[src/rtl/tls_pkg.sv]
package tls_pkg;
  parameter int LANES  = 3;
  parameter int WORD_W = 40;
  parameter int COPIES = 3;
  localparam int FRAME_W = LANES * WORD_W;
  localparam int PH_W    = $clog2(LANES);
  localparam int WD_W    = $clog2(WORD_W);

  typedef struct packed {
    logic [PH_W-1:0] ph;
    logic [WD_W-1:0] wd;
  } div_state_t;

  // Next state of the divide-by-LANES then divide-by-WORD_W chain.
  function automatic div_state_t div_advance(div_state_t s);
    div_state_t r;
    r = s;
    if (s.ph >= PH_W'(LANES - 1)) begin
      r.ph = '0;
      r.wd = (s.wd >= WD_W'(WORD_W - 1)) ? '0 : s.wd + WD_W'(1);
    end else begin
      r.ph = s.ph + PH_W'(1);
    end
    return r;
  endfunction

  // Bitwise two-of-three majority.
  function automatic div_state_t vote3(div_state_t a, div_state_t b, div_state_t c);
    return div_state_t'((a & b) | (a & c) | (b & c));
  endfunction

  // Word for lane k: frame bits whose index mod LANES is k, highest first.
  function automatic logic [WORD_W-1:0] lane_slice(logic [FRAME_W-1:0] f, int k);
    logic [WORD_W-1:0] w;
    for (int j = 0; j < WORD_W; j++) w[j] = f[LANES * j + k];
    return w;
  endfunction
endpackage

[src/rtl/tls_frame_divider.sv]
module tls_frame_divider
  import tls_pkg::*;
(
  input  logic              clk,
  input  logic              rst_n,
  input  logic [COPIES-1:0] flip_copy,
  output logic [PH_W-1:0]   phase,
  output logic              lane_step,
  output logic              frame_tick,
  output logic              copy_mismatch,
  output logic              upset_seen
);
  localparam div_state_t FLIP_MASK = '{ph: PH_W'(1), wd: WD_W'(1)};

  div_state_t        copy_q [COPIES];
  div_state_t        voted;
  div_state_t        advanced;
  logic [COPIES-1:0] differs;

  assign voted    = vote3(copy_q[0], copy_q[1], copy_q[2]);
  assign advanced = div_advance(voted);

  for (genvar i = 0; i < COPIES; i++) begin : g_copy
    always_ff @(posedge clk or negedge rst_n) begin
      if (!rst_n) copy_q[i] <= '0;
      else        copy_q[i] <= flip_copy[i] ? div_state_t'(advanced ^ FLIP_MASK) : advanced;
    end
    assign differs[i] = (copy_q[i] != voted);
  end

  assign copy_mismatch = |differs;
  assign phase         = voted.ph;
  assign lane_step     = (voted.ph == PH_W'(LANES - 1));
  assign frame_tick    = lane_step && (voted.wd == WD_W'(WORD_W - 1));

  always_ff @(posedge clk or negedge rst_n) begin
    if (!rst_n)             upset_seen <= 1'b0;
    else if (copy_mismatch) upset_seen <= 1'b1;
  end
endmodule

[src/rtl/tls_lane_bank.sv]
module tls_lane_bank
  import tls_pkg::*;
(
  input  logic               clk,
  input  logic               rst_n,
  input  logic               frame_tick,
  input  logic               lane_step,
  input  logic [PH_W-1:0]    phase,
  input  logic [FRAME_W-1:0] frame_in,
  output logic [FRAME_W-1:0] held_frame,
  output logic               ser_out
);
  logic [FRAME_W-1:0] hold_q;
  logic [LANES-1:0]   lane_msb;
  logic [PH_W-1:0]    sel;

  always_ff @(posedge clk or negedge rst_n) begin
    if (!rst_n)          hold_q <= '0;
    else if (frame_tick) hold_q <= frame_in;
  end

  for (genvar k = 0; k < LANES; k++) begin : g_lane
    logic [WORD_W-1:0] sh_q;
    always_ff @(posedge clk or negedge rst_n) begin
      if (!rst_n)          sh_q <= '0;
      else if (frame_tick) sh_q <= lane_slice(hold_q, k);
      else if (lane_step)  sh_q <= {sh_q[WORD_W-2:0], 1'b0};
    end
    assign lane_msb[k] = sh_q[WORD_W-1];
  end

  assign sel        = PH_W'(LANES - 1) - phase;
  assign ser_out    = (phase < PH_W'(LANES)) ? lane_msb[sel] : 1'b0;
  assign held_frame = hold_q;
endmodule

[src/rtl/tri_lane_serializer.sv]
module tri_lane_serializer
  import tls_pkg::*;
(
  input  logic               clk,
  input  logic               rst_n,
  input  logic [FRAME_W-1:0] frame_in,
  input  logic [COPIES-1:0]  flip_copy,
  output logic               ser_out,
  output logic               frame_tick,
  output logic               upset_seen
);
  logic [PH_W-1:0]    phase;
  logic               lane_step;
  logic               copy_mismatch;
  logic [FRAME_W-1:0] held_frame;

  tls_frame_divider u_div (
    .clk          (clk),
    .rst_n        (rst_n),
    .flip_copy    (flip_copy),
    .phase        (phase),
    .lane_step    (lane_step),
    .frame_tick   (frame_tick),
    .copy_mismatch(copy_mismatch),
    .upset_seen   (upset_seen)
  );

  tls_lane_bank u_lanes (
    .clk       (clk),
    .rst_n     (rst_n),
    .frame_tick(frame_tick),
    .lane_step (lane_step),
    .phase     (phase),
    .frame_in  (frame_in),
    .held_frame(held_frame),
    .ser_out   (ser_out)
  );
endmodule

[config.mk]
export PLATFORM = sky130hd
export DESIGN_NAME = tri_lane_serializer
export DESIGN_NICKNAME = d
export VERILOG_FILES = /design/src/rtl/tls_pkg.sv /design/src/rtl/tls_frame_divider.sv /design/src/rtl/tls_lane_bank.sv /design/src/rtl/tri_lane_serializer.sv
export SDC_FILE = /design/constraint.sdc
export NUM_CORES = 1
export LEC_CHECK = 0
export ABC_AREA = 0
export BUFFER_PORTS_ARGS = -buffer_cell sky130_fd_sc_hd__buf_2
export CAP_MARGIN = 20
export CORE_ASPECT_RATIO = 2
export CORE_MARGIN = 2
export CORE_UTILIZATION = 35
export CTS_BUF_LIST = sky130_fd_sc_hd__clkbuf_4 sky130_fd_sc_hd__clkbuf_8
export DETAILED_ROUTE_END_ITERATION = 10
export PLACE_DENSITY = 0.51
export REMOVE_ABC_BUFFERS = 1
export SYNTH_ARGS = -nofsm -noshare
export SYNTH_HDL_FRONTEND = slang
export SYNTH_SLANG_ARGS = --single-unit
[constraint.sdc]
create_clock -name clk -period 3.2 [get_ports clk]
set_input_delay 0.32 -clock clk [delete_from_list [all_inputs] [get_ports clk]]
set_output_delay 0.32 -clock clk [all_outputs]
set_load 0.01 [all_outputs]
# --- Word-level counts from Yosys, hierarchy flattened ---
# Index checks and enable logic that the tools add are counted.
op_classes:
  n_addsub: 3
  n_mul: 0
  div_mod_pow: 0
  n_lt_le_gt_ge: 4
  eq_ne: 5
  n_shift: 0
  n_mux: 15
  bitwise: 6
  reduce_logical: 3
op_table:
  columns: ["operator", "count"]
  rows:
  - ["$mux 40", 6]
  - ["$and 8x8->8", 3]
  - ["$ne 8x8->1", 3]
  - ["$mux 7", 3]
  - ["$or 8x8->8", 2]
  - ["$mux 6", 2]
  - ["$add 6x1->6 const B", 1]
  - ["$eq 6x6->1 const B", 1]
  - ["$ge 6x6->1 const B", 1]
  - ["$lt 2x3->1 const B", 1]
  - ["$reduce_or 3->1", 1]
  - ["$add 2x1->2 const B", 1]
  - ["$bmux 1 s2", 1]
  - ["$eq 2x2->1 const B", 1]
  - ["$ge 2x2->1 const B", 1]
  - ["$lt 2x2->1 const B", 1]
  - ["$mux 1", 2]
  - ["$mux 2", 1]
  - ["$not 2->2", 1]
  - ["$reduce_bool 2->1", 1]
  - ["$sub 2x2->2 const A", 1]
  - ["$logic_and 1x1->1", 1]
word_totals:
  ff_bits: 265
  latch_bits: 0
  mem_bits_rw: 0
  rom_bits: 0
  word_cells: 47
  mem_count: 0

# --- Depth between registers and ports, before layout ---
depth:
  ltp_word: 8
  depth_mapped: 10
  mapped_depth_nobuf: 7

# --- Hierarchy ---
# Synthesis repeated with hierarchy kept, for this count alone.
unflattened:
  hier_cells: 857
  hier_area_um2: 11091.9
by_module_without_submodules:
  columns: ["module", "instances", "cells_each", "area_each_um2"]
  rows:
  - ["tls_lane_bank", 1, 778, 10277.4]
  - ["tls_frame_divider", 1, 79, 814.5]

# --- Worst setup path before layout ---
# No wires, ideal clock.
synth_timing:
  path_kind: "reg2reg"
  start: "reg u_div.copy_q[22] in the netlist's numbering"
  end: "reg u_lanes.hold_q[100] (netlist: u_lanes.held_frame[100])"
  arrival_ns: 2.254
  slack_ns: 0.821
  path_stages_with_launch: 10
  path_buffers: 3
  period_less_slack_ns: 2.379
  path_cell_list: "dfrtp_1 maj3_1 inv_1 ha_1 buf_2 nand4_1 nor3_2 buf_2 buf_2 mux2_2"
synth_between:
  elab_chain_cells: 5
  elab_cells_between_ends: 6
synth_lines:
  columns: ["item", "line", "text"]
  rows:
  - ["from (decl)", "tls_frame_divider.sv:15", "div_state_t copy_q [COPIES];"]
  - ["from (signal, indexed assignment)", "tls_frame_divider.sv:26", "else copy_q[i] <= flip_copy[i] ? div_state_t'(advanced ^ FLIP_MASK) : advanced;"]
  - ["$and 8x8->8", "tls_pkg.sv:29", "return div_state_t'((a & b) | (a & c) | (b & c));"]
  - ["$or 8x8->8 (*) (2 in series)", "tls_pkg.sv:29", null]
  - ["$eq 2x2->1 (*)", "tls_frame_divider.sv:33", "assign lane_step = (voted.ph == PH_W'(LANES - 1));"]
  - ["$logic_and 1x1->1 (*)", "tls_frame_divider.sv:34", "assign frame_tick = lane_step && (voted.wd == WD_W'(WORD_W - 1));"]
  - ["to (signal assigned)", "tls_lane_bank.sv:19", "else if (frame_tick) hold_q <= frame_in;"]
  - ["to (decl)", "tls_lane_bank.sv:13", "logic [FRAME_W-1:0] hold_q;"]
# Mark *: on every way between the ends. The rest lies on a longest branch, timed or not.
# A chain may end at the register's enable or synchronous reset.

# --- Final worst setup path ---
layout_timing:
  start: "reg u_div.copy_q[6] in the netlist's numbering"
  end: "out frame_tick"
layout_between:
  elab_chain_cells: 5
  elab_cells_between_ends: 6
layout_lines:
  columns: ["item", "line", "text"]
  rows:
  - ["$and 8x8->8", "tls_pkg.sv:29", null]
  - ["$or 8x8->8", "tls_pkg.sv:29", null]
  - ["$or 8x8->8 (*)", "tls_pkg.sv:29", null]
  - ["$eq 2x2->1 (*)", "tls_frame_divider.sv:33", null]
  - ["$logic_and 1x1->1 (*)", "tls_frame_divider.sv:34", null]
  - ["to (decl)", "tri_lane_serializer.sv:9", "output logic frame_tick,"]
# Marked as above.

==> results.md <==
* Fin Clk Skew at 16.7 ps
* F_max at 0.357 GHz
* Slew @ Worst Pin at between 800 and 900 ps
* Max Cap Viol at 0
* DRC at 0
* Critical path's slowest cell: maj3_1
* Boundary pin count at 128
* Final core utilization at 45.6%
* Hold Vio Cnt, Final at 0
* Final ANT Viol Nets at 0
* Fill count at 2809
* Synth Area in Adders at less than 1%
* RSZ-0062 raised after global routing: false
* Worst-Skew Late Latency at 550 ps
* CTS Hold Bufs at approximately 120
* R2r startpoint: u_div.copy_q[6]
* Worst setup path class: flip-flop to output port
* Area Overhead vs Synth at 29.1%
* CP bufs+invs at 3
* Mapped cell area at 10600 sq um
* Max Slew Vio Count at 0
* Total grt overflow at 0
* Slew margin rel. at just over 40%
* CP startpoint kind: flip-flop
* RD Place Congestion at 0.682
* Total CTS buffers at 40
* # diodes at 0
* Share of the synthesized area in the top cell type at about 60%
* Tmin final at roughly 2800 ps
* Power Density at 640 nW/um^2
* CP Data Required Time at 2880 ps
* Post-Synth Simple-Gate Area at 5.25%
* Longest Clk Path Bufs at 3
* I/O Buffers at roughly 130
* Via count at 6982
* CP Launch Point: u_div.copy_q[6]
* Worst Hold Class: input port to asynchronous set/reset pin
* Vias in the first global route at a little over 7000
* First-pass GRT wire length at 34.9 mm
* Compound-Gate Fraction of Synth Area at roughly 6.5%
* Post-CTS setup buffer count at 0
* Dpl hpwl at around 12 mm
* Pre-antenna DRT Iters at 5
* Worst vdd ir at 0.513 mV
* Die X at between 100 and 150 microns
* DR vias/cell at 4.70
* Tcrit/Tclk final at 87.4%
* GRT Util Overall at 13.3%
* Initial DRC count at 257
* Die Y at roughly 250 microns
* Max Fanout on Critical Path at 10
* Post-CTS sizing at 0
* Clk sinks at 253
* Multi-input gate area at 3940 sq um
* Post-synthesis sequential area ratio at 59.9%
* Clock transition at path regs at around 60 ps
* Critical path, cell by cell: maj3_1 > inv_1 > ha_4 > nand4_1 > nor3_4 > buf_4 > buf_2
* Initial Util at 35.3%
* Average wire per standard cell at 13.9 microns
* Post-synth cell types at 31
* Final hold slack at ~330 ps
* Post-Route WL at 20.7 mm
* Delay-heaviest family, CP: adder cells
* Post-Synth XOR/XNOR Area at less than 1%
* H-tree depth at 2
* Ys Warns at 0
* Delay of the slowest critical-path stage at roughly 440 ps
* Root Buffer: clkbuf_8
* Layout cell share with drive strength beyond 1 at 29.7%
* Nets at 1219
* Synth area leader: dfrtp_1
* Status: completed
* Final setup fails at 0
* CTS tree: yes
* Core Region at 30000 sq um
* Top post-synthesis cells by area: dfrtp_1, mux2_2, mux2i_1, a21oi_1, nor2_1
* Mux share of post-synthesis cell area at 24.0%
* FF/Latch Area at 6330 sq um
* Leak at roughly 6.1 nW
* CP Capture Type: output port
* Row cnt at 90
* CP arrival at approximately 2500 ps
* Synthesized area per cell at 12.6 sq um
* Seq cells post-synth at ~250
* Largest family of logic cells by synthesized area: multiplexers
* Total die area at 31700 sq um
* Initial antenna violation count at 0
* Largest net degree at the start of global routing at 188
* Cells after Synth at 836
==> final timing paths <==
| check | endpoint | slack, ps | cells past startpoint |
|---|---|---|---|
| worst min-delay path | u_div.copy_q[8] | 330 | 2 |
| worst max-delay path | frame_tick | 400 | 7 |
| min in group clk | u_div.upset_seen | 490 | 2 |
| worst max register to register | u_lanes.held_frame[99] | 530 | 8 |
| max in group asynchronous | u_lanes.held_frame[118] | 2050 | 3 |
| worst min register to register | u_div.upset_seen | 490 | 2 |
==> cell usage after synthesis <==
master    count
a211o_1       1
a21o_1        1
a21oi_1     121
a22o_1        1
a41oi_1       1
and2_1        1
and3_1        2
and3b_1       1
buf_2        13
buf_4         5
buf_6         9
clkbuf_1     26
dfrtp_1     253
ha_1          5
inv_1         5
maj3_1        2
mux2_2      120
mux2i_1     119
nand2_1       7
nand3_1       2
nand4_1       1
nor2_1      119
nor2b_1       1
nor3_1        2
nor3_2        1
o21ai_0       8
o22a_1        1
or2_2         1
or3_1         1
xnor2_1       3
xor2_1        3
==> layout by cell type, fill, tap and decap left out, types with 2 or more instances in the layout <==
cell           netlist  layout
xor2_1               3       3
clkbuf_4             0      13
mux2i_1            119     119
nor3_1               2       2
a21oi_1            121     121
and3_1               2       2
dfrtp_1            253     253
inv_1                5       5
xnor2_1              3       3
nor2_1             119     119
nand2_1              7       7
clkinv_2             0       4
o21ai_0              8       8
buf_4                5       6
mux2_2             120     120
buf_12               0       7
nand3_1              2       2
dlygate4sd3_1        0     124
maj3_1               2       2
ha_1                 5       4
buf_2               13     126
clkbuf_8             0      51
==> layer usage <==
layer	up-vias	global-route usage, %	routed length (microns)
li1	3440	-	-
met1	3360	17.9	9740
met2	144	20.8	9490
met3	38	2.79	914
met4	0	5.24	546
met5	-	0	0
==> final cells by class <==
type | instances | area share [%]
clock buffers | 64 | 5.86
clock inverters | 5 | 0.211
inverters | 5 | 0.137
multi-input cells | 525 | 28.9
flip-flops and latches | 253 | 46.4
well taps | 368 | 3.37
repair buffers | 264 | 15.2
==> per-stage QoR <==
stage          total power [mW]  setup WS, ps  instance area [sq um]  std cells  setup TNS [ps]
6_report                   8.73           402                  13700       1484               0
5_1_grt                    9.39           218                  13700       1484               0
4_1_cts                    8.92           341                  13700       1484               0
3_5_place_dp               5.85           476                  11600       1291               0
3_3_place_gp               5.79           566                  11600       1291               0
2_1_floorplan              5.24        -14670                  10300        783        -3514590
==> where the power goes <==
part           total [mW]  internal, mW  switching, mW
combinational        1.86         0.779           1.08
sequential           4.03          3.73          0.304
clock                2.84          1.58           1.26
total                8.73          6.09           2.64
==> registers in the layout, summed over array words and instances (netlist names), named ones only <==
| signal | flops |
|---|---|
| u_div.upset_seen | 1 |
| u_lanes.g_lane.sh_q | 120 |
| u_lanes.held_frame | 120 |
| u_div.copy_q | 7 |
==> kinds of logic (layout without fill, tap and decap cells) <==
family / after synthesis / in the layout
xor+xnor: 6 / 6
simple gates: 139 / 139
flops: 253 / 253
fa+ha+maj: 7 / 7
buf+inv: 58 / 338
compound gates: 134 / 134
mux: 239 / 239
(Power assumes the default switching activity.)
